`src/rtl/timer_pkg.sv`:
```
package timer_pkg;

  // register byte offsets
  localparam int OFF_REV    = 'h00;
  localparam int OFF_STAT   = 'h18;
  localparam int OFF_ENA    = 'h1C;
  localparam int OFF_CTRL   = 'h24;
  localparam int OFF_COUNT  = 'h28;
  localparam int OFF_LOAD   = 'h2C;
  localparam int OFF_STROBE = 'h30;
  localparam int OFF_POST   = 'h34;
  localparam int OFF_CMP    = 'h38;

  // posted-register slots; the index is the bit in the posting status
  localparam int SLOT_CTRL   = 0;
  localparam int SLOT_COUNT  = 1;
  localparam int SLOT_LOAD   = 2;
  localparam int SLOT_STROBE = 3;
  localparam int SLOT_CMP    = 4;
  localparam int NUM_SLOTS   = 5;

  // event / status bit positions
  localparam int EV_MATCH = 0;
  localparam int EV_OVF   = 1;
  localparam int EV_CAPT  = 2;
  localparam int NUM_EV   = 3;

  function automatic int slot_offset(input int idx);
    case (idx)
      SLOT_CTRL:   return OFF_CTRL;
      SLOT_COUNT:  return OFF_COUNT;
      SLOT_LOAD:   return OFF_LOAD;
      SLOT_STROBE: return OFF_STROBE;
      default:     return OFF_CMP;
    endcase
  endfunction

  // clocks per count step with the divider on
  function automatic int unsigned divider_period(input int unsigned p);
    return 32'd1 << (p + 1);
  endfunction

endpackage

```
`src/rtl/post_slot.sv`:
```
module post_slot #(
  parameter int LAT = 3
) (
  input  logic clk,
  input  logic rst_n,
  input  logic wr_i,
  output logic pending_o,
  output logic apply_o
);
  localparam int CW = $clog2(LAT + 1);

  logic [CW-1:0] wait_q;

  always_ff @(posedge clk or negedge rst_n) begin
    if (!rst_n)            wait_q <= '0;
    else if (wr_i)         wait_q <= CW'(LAT);
    else if (wait_q != '0) wait_q <= wait_q - CW'(1);
  end

  assign pending_o = (wait_q != '0);
  assign apply_o   = (wait_q == CW'(1));

  AST_PEND_AFTER_WRITE: assert property (@(posedge clk) disable iff (!rst_n)
    wr_i |=> pending_o && !apply_o);
  AST_APPLY_ONLY_AFTER_PEND: assert property (@(posedge clk) disable iff (!rst_n)
    apply_o |-> $past(pending_o));

endmodule

```
`src/rtl/count_core.sv`:
```
module count_core
  import timer_pkg::*;
#(
  parameter int DW = 32,
  parameter int PW = 3
) (
  input  logic          clk,
  input  logic          rst_n,
  input  logic          run_i,
  input  logic          div_en_i,
  input  logic [PW-1:0] div_sel_i,
  input  logic          reload_ovf_i,
  input  logic          cmp_en_i,
  input  logic [DW-1:0] load_i,
  input  logic [DW-1:0] cmp_i,
  input  logic          set_i,
  input  logic [DW-1:0] set_val_i,
  input  logic          strobe_i,
  output logic [DW-1:0] count_o,
  output logic          tick_o,
  output logic          ovf_o,
  output logic          match_o
);
  localparam int PCW = 2 ** PW;

  logic [DW-1:0]  count_q, step_val;
  logic [PCW-1:0] div_q, div_mask;
  logic           forced, at_top;

  assign forced   = set_i || strobe_i;
  assign div_mask = PCW'(divider_period(32'(div_sel_i)) - 1);
  assign at_top   = (count_q == '1);

  always_comb begin
    if (!run_i)        tick_o = 1'b0;
    else if (!div_en_i) tick_o = 1'b1;
    else               tick_o = (div_q == div_mask);
  end

  always_comb begin
    if (at_top) step_val = reload_ovf_i ? load_i : '0;
    else        step_val = count_q + DW'(1);
  end

  assign ovf_o   = tick_o && !forced && at_top;
  assign match_o = tick_o && !forced && cmp_en_i && (step_val == cmp_i);

  always_ff @(posedge clk or negedge rst_n) begin
    if (!rst_n)                            div_q <= '0;
    else if (!run_i || !div_en_i || forced) div_q <= '0;
    else if (tick_o)                       div_q <= '0;
    else                                   div_q <= div_q + PCW'(1);
  end

  always_ff @(posedge clk or negedge rst_n) begin
    if (!rst_n)        count_q <= '0;
    else if (set_i)    count_q <= set_val_i;
    else if (strobe_i) count_q <= load_i;
    else if (tick_o)   count_q <= step_val;
  end

  assign count_o = count_q;

  AST_HOLD_WHEN_STOPPED: assert property (@(posedge clk) disable iff (!rst_n)
    (!run_i && !forced) |=> $stable(count_o));
  AST_STEP_BY_ONE: assert property (@(posedge clk) disable iff (!rst_n)
    (tick_o && !forced && !ovf_o) |=> count_o == $past(count_o) + DW'(1));
  AST_WRAP_TARGET: assert property (@(posedge clk) disable iff (!rst_n)
    ovf_o |=> count_o == ($past(reload_ovf_i) ? $past(load_i) : '0));
  AST_STROBE_LOADS: assert property (@(posedge clk) disable iff (!rst_n)
    (strobe_i && !set_i) |=> count_o == $past(load_i));

endmodule

```
`src/rtl/event_irq.sv`:
```
module event_irq #(
  parameter int NEV = 3
) (
  input  logic           clk,
  input  logic           rst_n,
  input  logic [NEV-1:0] evt_i,
  input  logic           clr_we_i,
  input  logic           ena_we_i,
  input  logic [NEV-1:0] wdata_i,
  output logic [NEV-1:0] status_o,
  output logic [NEV-1:0] enable_o,
  output logic           irq_o
);
  logic [NEV-1:0] status_q, enable_q, clr_mask;

  assign clr_mask = clr_we_i ? wdata_i : '0;

  always_ff @(posedge clk or negedge rst_n) begin
    if (!rst_n) status_q <= '0;
    else        status_q <= (status_q & ~clr_mask) | evt_i;
  end

  always_ff @(posedge clk or negedge rst_n) begin
    if (!rst_n)        enable_q <= '0;
    else if (ena_we_i) enable_q <= wdata_i;
  end

  assign status_o = status_q;
  assign enable_o = enable_q;
  assign irq_o    = |(status_q & enable_q);

  AST_EVENT_LATCHED: assert property (@(posedge clk) disable iff (!rst_n)
    (evt_i != '0) |=> (status_o & $past(evt_i)) == $past(evt_i));
  AST_CLEAR_ON_ONE: assert property (@(posedge clk) disable iff (!rst_n)
    (clr_we_i && evt_i == '0) |=> (status_o & $past(wdata_i)) == '0);
  AST_KEEP_ON_ZERO: assert property (@(posedge clk) disable iff (!rst_n)
    clr_we_i |=> (status_o & ~$past(wdata_i)) == ($past(status_o) & ~$past(wdata_i)));

endmodule

```
`src/rtl/upcount_timer.sv`:
```
module upcount_timer
  import timer_pkg::*;
#(
  parameter int          DW  = 32,
  parameter int          AW  = 8,
  parameter int          PW  = 3,
  parameter int          LAT = 3,
  parameter logic [7:0]  REV = 8'h21
) (
  input  logic          clk,
  input  logic          rst_n,
  input  logic [AW-1:0] bus_addr,
  input  logic [DW-1:0] bus_wdata,
  input  logic          bus_we,
  output logic [DW-1:0] bus_rdata,
  output logic          irq
);
  // control layout: run, reload-on-overflow, divider select, divider enable, compare enable
  localparam int CB_RUN    = 0;
  localparam int CB_RELOAD = 1;
  localparam int CB_SEL_LO = 2;
  localparam int CB_DIV    = CB_SEL_LO + PW;
  localparam int CB_CMP    = CB_DIV + 1;
  localparam int CTRL_W    = CB_CMP + 1;

  logic [NUM_SLOTS-1:0] slot_wr, slot_pend, slot_apply;

  genvar gi;
  generate
    for (gi = 0; gi < NUM_SLOTS; gi++) begin : g_slot
      assign slot_wr[gi] = bus_we && (bus_addr == AW'(slot_offset(gi)));
      post_slot #(.LAT(LAT)) u_slot (
        .clk      (clk),
        .rst_n    (rst_n),
        .wr_i     (slot_wr[gi]),
        .pending_o(slot_pend[gi]),
        .apply_o  (slot_apply[gi])
      );
    end
  endgenerate

  // holding registers for posted data, effective registers behind them
  logic [CTRL_W-1:0] ctrl_hold, ctrl_q;
  logic [DW-1:0]     count_hold, load_hold, load_q, cmp_hold, cmp_q;

  always_ff @(posedge clk or negedge rst_n) begin
    if (!rst_n) begin
      ctrl_hold  <= '0;
      count_hold <= '0;
      load_hold  <= '0;
      cmp_hold   <= '0;
    end else begin
      if (slot_wr[SLOT_CTRL])  ctrl_hold  <= bus_wdata[CTRL_W-1:0];
      if (slot_wr[SLOT_COUNT]) count_hold <= bus_wdata;
      if (slot_wr[SLOT_LOAD])  load_hold  <= bus_wdata;
      if (slot_wr[SLOT_CMP])   cmp_hold   <= bus_wdata;
    end
  end

  always_ff @(posedge clk or negedge rst_n) begin
    if (!rst_n) begin
      ctrl_q <= '0;
      load_q <= '0;
      cmp_q  <= '0;
    end else begin
      if (slot_apply[SLOT_CTRL]) ctrl_q <= ctrl_hold;
      if (slot_apply[SLOT_LOAD]) load_q <= load_hold;
      if (slot_apply[SLOT_CMP])  cmp_q  <= cmp_hold;
    end
  end

  // named internal events
  logic [DW-1:0]     count_val;
  logic              tick_evt, ovf_evt, match_evt;
  logic [NUM_EV-1:0] evt_vec, status_val, enable_val;

  count_core #(.DW(DW), .PW(PW)) u_core (
    .clk         (clk),
    .rst_n       (rst_n),
    .run_i       (ctrl_q[CB_RUN]),
    .div_en_i    (ctrl_q[CB_DIV]),
    .div_sel_i   (ctrl_q[CB_DIV-1:CB_SEL_LO]),
    .reload_ovf_i(ctrl_q[CB_RELOAD]),
    .cmp_en_i    (ctrl_q[CB_CMP]),
    .load_i      (load_q),
    .cmp_i       (cmp_q),
    .set_i       (slot_apply[SLOT_COUNT]),
    .set_val_i   (count_hold),
    .strobe_i    (slot_apply[SLOT_STROBE]),
    .count_o     (count_val),
    .tick_o      (tick_evt),
    .ovf_o       (ovf_evt),
    .match_o     (match_evt)
  );

  always_comb begin
    evt_vec           = '0;
    evt_vec[EV_MATCH] = match_evt;
    evt_vec[EV_OVF]   = ovf_evt;
  end

  event_irq #(.NEV(NUM_EV)) u_irq (
    .clk     (clk),
    .rst_n   (rst_n),
    .evt_i   (evt_vec),
    .clr_we_i(bus_we && (bus_addr == AW'(OFF_STAT))),
    .ena_we_i(bus_we && (bus_addr == AW'(OFF_ENA))),
    .wdata_i (bus_wdata[NUM_EV-1:0]),
    .status_o(status_val),
    .enable_o(enable_val),
    .irq_o   (irq)
  );

  always_comb begin
    case (bus_addr)
      AW'(OFF_REV):   bus_rdata = DW'(REV);
      AW'(OFF_STAT):  bus_rdata = DW'(status_val);
      AW'(OFF_ENA):   bus_rdata = DW'(enable_val);
      AW'(OFF_CTRL):  bus_rdata = DW'(ctrl_q);
      AW'(OFF_COUNT): bus_rdata = count_val;
      AW'(OFF_LOAD):  bus_rdata = load_q;
      AW'(OFF_POST):  bus_rdata = DW'(slot_pend);
      AW'(OFF_CMP):   bus_rdata = cmp_q;
      default:        bus_rdata = '0;
    endcase
  end

  AST_OVF_NEEDS_TICK: assert property (@(posedge clk) disable iff (!rst_n)
    ovf_evt |-> tick_evt && ctrl_q[CB_RUN]);
  AST_IRQ_FOLLOWS_OVF: assert property (@(posedge clk) disable iff (!rst_n)
    (ovf_evt && enable_val[EV_OVF] && !bus_we) |=> irq);
  AST_POST_NO_EARLY_APPLY: assert property (@(posedge clk) disable iff (!rst_n)
    slot_wr[SLOT_LOAD] |=> $stable(load_q));

endmodule

```
`config.mk`:
```
export PLATFORM = sky130hd
export DESIGN_NAME = upcount_timer
export DESIGN_NICKNAME = d
export VERILOG_FILES = /design/src/rtl/timer_pkg.sv /design/src/rtl/post_slot.sv /design/src/rtl/count_core.sv /design/src/rtl/event_irq.sv /design/src/rtl/upcount_timer.sv
export SDC_FILE = /design/constraint.sdc
export NUM_CORES = 1
export LEC_CHECK = 0
export ABC_CLOCK_PERIOD_IN_PS = 3600
export BUFFER_PORTS_ARGS = -buffer_cell sky130_fd_sc_hd__buf_2
export CAP_MARGIN = 20
export CORE_AREA = 2 2 193 148
export DETAILED_ROUTE_END_ITERATION = 8
export DIE_AREA = 0 0 195 150
export MAX_ROUTING_LAYER = met4
export PLACE_DENSITY = 0.7
export REMOVE_ABC_BUFFERS = 1
export SKIP_LAST_GASP = 1
export SLEW_MARGIN = 25
export SYNTH_ARGS = -nofsm -noshare
export SYNTH_HDL_FRONTEND = slang
export SYNTH_SLANG_ARGS = --single-unit
export TNS_END_PERCENT = 1
```
`constraint.sdc`:
```
create_clock -name clk -period 3.6 [get_ports clk]
set_input_delay 0.72 -clock clk [delete_from_list [all_inputs] [get_ports clk]]
set_output_delay 0.72 -clock clk [all_outputs]
set_load 0.005 [all_outputs]
```
Word-level counts from Yosys, hierarchy flattened

Cells that the tools add are included.

Flip-flop bits (word level): 230
Output and inout port bits: 33

Reduce and logical (&&, ||, !) cells: 30
Bitwise gates (word level): 4
Shifts and indexed selects: 1
$add $sub $neg: 9
Multiplexer cells: 21
Eq/ne operators: 16

Operator list:

| cell                    | number |
|---|---|
| $pmux W32 S8            | 1 |
| $mux W32                | 5 |
| $eq A8 B6 Y1 const B    | 6 |
| $add A32 B1 Y32 const B | 1 |
| $eq A32 B32 Y1          | 1 |
| $eq A32 B32 Y1 const B  | 1 |
| $shl A1 B32 Y8 const A  | 1 |
| $mux W2                 | 10 |
| $reduce_bool A2 Y1      | 10 |
| $eq A8 B5 Y1 const B    | 2 |
| $mux W8                 | 2 |
| $logic_and A1 B1 Y1     | 11 |
| $eq A2 B1 Y1 const B    | 5 |
| $sub A2 B1 Y2 const B   | 5 |
| $add A8 B1 Y8 const B   | 1 |
| $eq A8 B8 Y1            | 1 |
| $logic_not A8 Y1        | 1 |
| $sub A8 B1 Y8 const B   | 1 |
| $and A3 B3 Y3           | 2 |
| $add A3 B1 Y4 const B   | 1 |
| $logic_not A1 Y1        | 3 |
| $logic_or A1 B1 Y1      | 3 |
| $mux W3                 | 1 |
| $not A3 Y3              | 1 |
| other kinds (4)         | 5 |

Depth between registers and ports, before layout

Depth in word-level cells: 10
Mapped depth: 12
Gate-level depth less buffers: 10

By module

A second synthesis with hierarchy kept.

Cell total of the unflattened synthesis: 1131
Area total of the unflattened synthesis: 12473.2 µm²

Modules (own cells, without submodules):

| module        | seq. area each (µm²) | area an instance (µm²) | cells each | times used |
|---|---|---|---|---|
| upcount_timer | 4354.2               | 7475.9                 | 505        | 1 |
| count_core    | 1001.0               | 4152.7                 | 549        | 1 |
| post_slot     | 50.0                 | 122.6                  | 12         | 5 |
| event_irq     | 150.1                | 231.5                  | 17         | 1 |

Least setup slack after synthesis

No wires, ideal clock.

Path kind: reg2reg
Start point: reg ctrl_q[4]
End point: reg u_core.count_q[27] (netlist: u_core.count_o[27])
Required time: 3475 ps
Data arrival time: 3032 ps
Stages on the path, launching flop included: 12
Path slack: 443 ps
Path through: dfrtp_1 > clkbuf_1 > or3_1 > ha_1 > nor4bb_1 > a311oi_1 > xnor2_1 > or4_1 > nand2_1 > a211o_1 > clkbuf_1 > mux2_2

Word-level cells in the longest chain between the ends: 7

Ends and longest elaborated chain:

| what                                | line                | RTL |
|---|---|---|
| from (decl)                         | upcount_timer.sv:43 | `logic [CTRL_W-1:0] ctrl_hold, ctrl_q;` |
| from (signal assigned)              | upcount_timer.sv:66 | `if (slot_apply[SLOT_CTRL]) ctrl_q <= ctrl_hold;` |
| $add A3 B1 Y4                       | timer_pkg.sv:40     | `return 32'd1 << (p + 1);` |
| $shl A1 B32 Y8                      | timer_pkg.sv:40     |  |
| $sub A8 B1 Y8                       | count_core.sv:31    | `assign div_mask = PCW'(divider_period(32'(div_sel_i)) - 1);` |
| $eq A8 B8 Y1                        | count_core.sv:37    | `else tick_o = (div_q == div_mask);` |
| $mux W1                             | count_core.sv:36    | `else if (!div_en_i) tick_o = 1'b1;` |
| $mux W1                             | count_core.sv:35    | `if (!run_i) tick_o = 1'b0;` |
| $reduce_bool A3 Y1 (no source line) | --                  |  |
| to (signal assigned)                | count_core.sv:57    | `else if (set_i) count_q <= set_val_i;` |
| to (signal assigned)                | count_core.sv:58    | `else if (strobe_i) count_q <= load_i;` |
| to (signal assigned)                | count_core.sv:59    | `else if (tick_o) count_q <= step_val;` |
| to (decl)                           | count_core.sv:26    | `logic [DW-1:0] count_q, step_val;` |

No other way between the ends.
A chain may end at the register's enable or synchronous reset.

Worst setup path after layout

Start point: reg u_core.count_q[1] (netlist: u_core.count_o[1])
End point: reg u_irq.status_q[0] (netlist: u_irq.status_o[0])

Word-level cells in the longest chain between the ends: 5
Elaborated cells between the ends (all ways): 6
Classes of those cells: 1 x add/sub; 2 x eq/ne; 1 x mux; 1 x bitwise; 1 x reduce/logical

Ends and longest elaborated chain:

| what                                              | line                               | RTL |
|---|---|---|
| $add A32 B1 Y32 or $eq A32 B32 Y1 (tied branches) | count_core.sv:42, count_core.sv:32 |  |
| $mux W32 (*)                                      | count_core.sv:41                   | `if (at_top) step_val = reload_ovf_i ? load_i : '0;` |
| $eq A32 B32 Y1 (*)                                | count_core.sv:46                   | `assign match_o = tick_o && !forced && cmp_en_i && (step_val == cmp_i);` |
| $logic_and A1 B1 Y1 (*)                           | count_core.sv:46                   |  |
| $or A3 B2 Y3 (*)                                  | event_irq.sv:20                    | `else status_q <= (status_q & ~clr_mask) \| evt_i;` |
| to (signal assigned)                              | event_irq.sv:20                    |  |
| to (decl)                                         | event_irq.sv:14                    | `logic [NEV-1:0] status_q, enable_q, clr_mask;` |

Mark *: on every way between the ends. The rest lies on a longest branch, timed or not.

==> flow_summary_export.csv <==
group,metric,value,unit
run_status,run_status,"finished clean",
critical_path,setup.worst_path.start_class,"flop",
sta,worst_slew_margin_rel,35.67,%
final_layout,num-nets-final,1270,
sta,unrepaired_setup_endpoints_after_global_routing,"false",
clocking,clock_tree.htree_level_count,1,
global_route,global_route.overflow_total,0,
critical_path,setup.worst_path.start,"u_core.count_o[1]",
final_layout,area_of_combinational_cells_with_multiple_inputs,0.005893,mm2
sta,finClkSkew,16.51,ps
sta,fmaxAchievable,299.0,MHz
synth,ys.flop_type,"dfrtp_1",
synth,synth.yosys.warnings,0,
final_layout,layout_commonest_cell,"dfrtp_1",
detailed_routing,drt-pass1-iter-count,5,
synth,postSynth.asyncResetShare,100.0,%
power,vdd_drop_max,0.3697,mV
critical_path,rr_worst_depth,10,
clocking,clk_pin_slew_worst_paths,70,ps
detailed_routing,route.detailed.wl_per_inst,22.40,um
critical_path,worstPathArrival,3780,ps
synth,number_of_register_bits_inferred_by_synthesis,230,
sta,fin_crit,3345,ps
synth,syn_area_per_cell,10.70,um2
sta,finalHoldViolCount,0,
power,cellLeakagePower,6.639,nW
sta,finalCritPeriodShare,92.92,%
clocking,clk_latency_worst_skew_pair,520,ps
global_route,via_count_of_the_first_global_routing_pass,9350,
critical_path,ff_to_ff_start,"u_core.count_o[1]",
global_route,antenna_found_initial,1,
sta,fin_hold_ws,227.2,ps
synth,synthDistinctLibCells,72,
die,io_pins,76,
detailed_routing,wirelength,35.57,mm
final_layout,layout-area-overhead-vs-synth,14.47,%
clocking,post_cts_buffers,0,
run,max_cap_violations,0,
synth,synth_area,0.01214,mm2
die,design.die.area,0.02925,mm2
synth,synth_edf_count,0,
detailed_routing,drt_drc_violations_left,0,
clocking,postCtsResizedCells,0,
power,totalPowerFinal,9.287,mW
placement,hpwl,25.43,mm
critical_path,critPathMaxFanout,10,
synth,yosysSeqAreaShare,47.43,%
global_route,grt_start_max_net_pins,93,
die,chipWidth,195,um
clocking,cts.path.max_buffers,3,
detailed_routing,vias,9632,
sta,slew_violations,0,
hold_path,hold_class,"primary input to async pin",
final_layout,most-common-layout-cells,"dfrtp_1 (230), mux2_2 (181), nand2_1 (106), buf_2 (74), o21ai_0 (71)",
global_route,global_route.usage.total,25.29,%
die,initial_utilization,44.20,%
die,placeableCoreArea,0.02745,mm2
final_layout,drive_gt1_share,29.11,%
critical_path,cp-end-kind,"flop",
detailed_routing,vias_per_cell,6.065,
die,die-height,150,um
clocking,cts_tree,"built",
placement,gp_routability_congestion,0.9635,
critical_path,timing.setup.critical_path_class,"flop to flop",
clocking,cts_sinks,230,
placement,numPortBuffers,75,
clocking,clockRootBuffer,"clkbuf_16",
final_layout,nFillCells,2501,
clocking,cts_hold_buf,0,
critical_path,timing.reg2reg.setup_slack,250,ps
critical_path,critical_path_required,4040,ps
clocking,num_cts_buffers,23,
power,cell_pwr_density,668.6,mW/mm2
sta,setup_viol,0,
sta,slew_at_the_pin_with_the_worst_max_slew_slack,961.4,ps
global_route,global_route_wire_length_before_repair,55.54,mm
synth,post_synth_inst_count,1134,
detailed_routing,postRouteAntennaNets,0,
final_layout,seq_area,0.005756,mm2
detailed_routing,starting_drc_count_in_detailed_routing,1002,
die,placementRows,53,
==> logic make-up (layout without fill, tap and decap cells) <==
| family | after synthesis | count (layout) | share of synthesized area [%] |
|---|---|---|---|
| other | 1 | 2 | 0.03090 |
| flip-flops | 230 | 230 | 47.43 |
| multiplexers | 195 | 195 | 17.95 |
| buffers and inverters | 128 | 224 | 4.103 |
| AND/OR/NAND/NOR | 293 | 293 | 12.41 |
| AO/OA/AOI/OAI | 224 | 224 | 13.01 |
| adder cells (fa/ha/maj) | 13 | 13 | 1.340 |
| XOR/XNOR | 50 | 50 | 3.722 |
==> report_power, final <==
part	total [mW]	leakage, nW	internal (mW)	switching [mW]
Clock	2.38	0.363	1.35	1.03
Combinational	3.26	3.15	1.41	1.85
Sequential	3.65	3.13	3.04	0.605
Total	9.29	6.64	5.81	3.48
==> stage by stage <==
step | area, um2 | std cells | setup TNS [ps] | setup WS, ps | utilization [%]
2_1_floorplan | 11870 | 1067 | -6301 | -134.9 | -
3_3_place_gp | 13150 | 1546 | 0 | 363.6 | 47.90
3_5_place_dp | 13150 | 1546 | 0 | 272.6 | 47.90
4_1_cts | 13890 | 1587 | 0 | 268.2 | 50.59
5_1_grt | 13890 | 1588 | 0 | 48.06 | 50.60
6_report | 13890 | 1588 | 0 | 255.0 | 50.60
==> state kept, by name, indices dropped and copies added, names as in the netlist, 8 cells and up <==
name and flops:
count_hold 32, u_core.div_q 8, cmp_hold 32, u_core.count_o 32
cmp_q 32, load_q 32, load_hold 32, g_slot.u_slot.wait_q 10
==> metal layers <==
metal,part of all wire (%),vias up,GRT usage (%)
li1,-,4325,-
met1,48,4880,38.50
met2,42,394,35.66
met3,8.7,33,4.462
met4,1.2,0,3.664
met5,0,-,-
==> cell type report <==
type | count | share of cell area [%]
Clock buffer | 32 | 4.747
Clock inverter | 9 | 0.5675
Multi-Input combinational cell | 776 | 42.42
Tap cell | 357 | 3.216
Antenna cell | 1 | 0.01801
Inverter | 61 | 1.648
Sequential cell | 230 | 41.43
Timing Repair Buffer | 122 | 5.945
==> critical path, stage by stage, from the launching register on <==
cell       delay (ps)
dfrtp_1           440
ha_1              270
nand3_4           180
or3_1             580
buf_4             230
nor3_1            250
a211oi_1          100
xor2_1            280
o2111ai_1         150
or4_1             570
o31ai_2           220
==> path summary, 6_finish.rpt <==
kind,end
hold / removal,u_irq.enable_o[1]
min in group clk,load_hold[25]
max in group asynchronous,cmp_hold[10]
hold reg to reg,cmp_q[3]
setup / recovery,u_irq.status_o[0]
setup reg to reg,u_irq.status_o[0]
==> cell usage after synthesis, types with 4 or more instances <==
cell / instances / area, um2
dfrtp_1: 230 / 5756
mux2_2: 181 / 2038
nand2_1: 106 / 397.9
o21ai_0: 71 / 355.3
inv_1: 61 / 229.0
clkbuf_1: 51 / 191.4
nor2_1: 47 / 176.4
nand3_1: 31 / 155.2
a222oi_1: 26 / 260.3
a21oi_1: 25 / 125.1
xor2_1: 25 / 219.0
xnor2_1: 24 / 210.2
nand4_1: 23 / 143.9
nor3_1: 15 / 75.07
o211ai_1: 15 / 112.6
mux2i_1: 14 / 140.1
a22oi_1: 13 / 97.59
and3_1: 13 / 81.33
ha_1: 13 / 162.7
buf_2: 10 / 50.05
nor4_1: 9 / 56.30
a221o_1: 8 / 80.08
and4_1: 8 / 70.07
or3_1: 7 / 43.79
a211o_1: 6 / 52.55
o21a_1: 6 / 45.04
a221oi_1: 5 / 43.79
a31oi_1: 5 / 31.28
a32oi_1: 5 / 43.79
nor3b_1: 5 / 37.54
or4_1: 5 / 37.54
a211oi_1: 4 / 30.03
buf_1: 4 / 15.01
o22ai_1: 4 / 25.02
(Power assumes the default switching activity.)
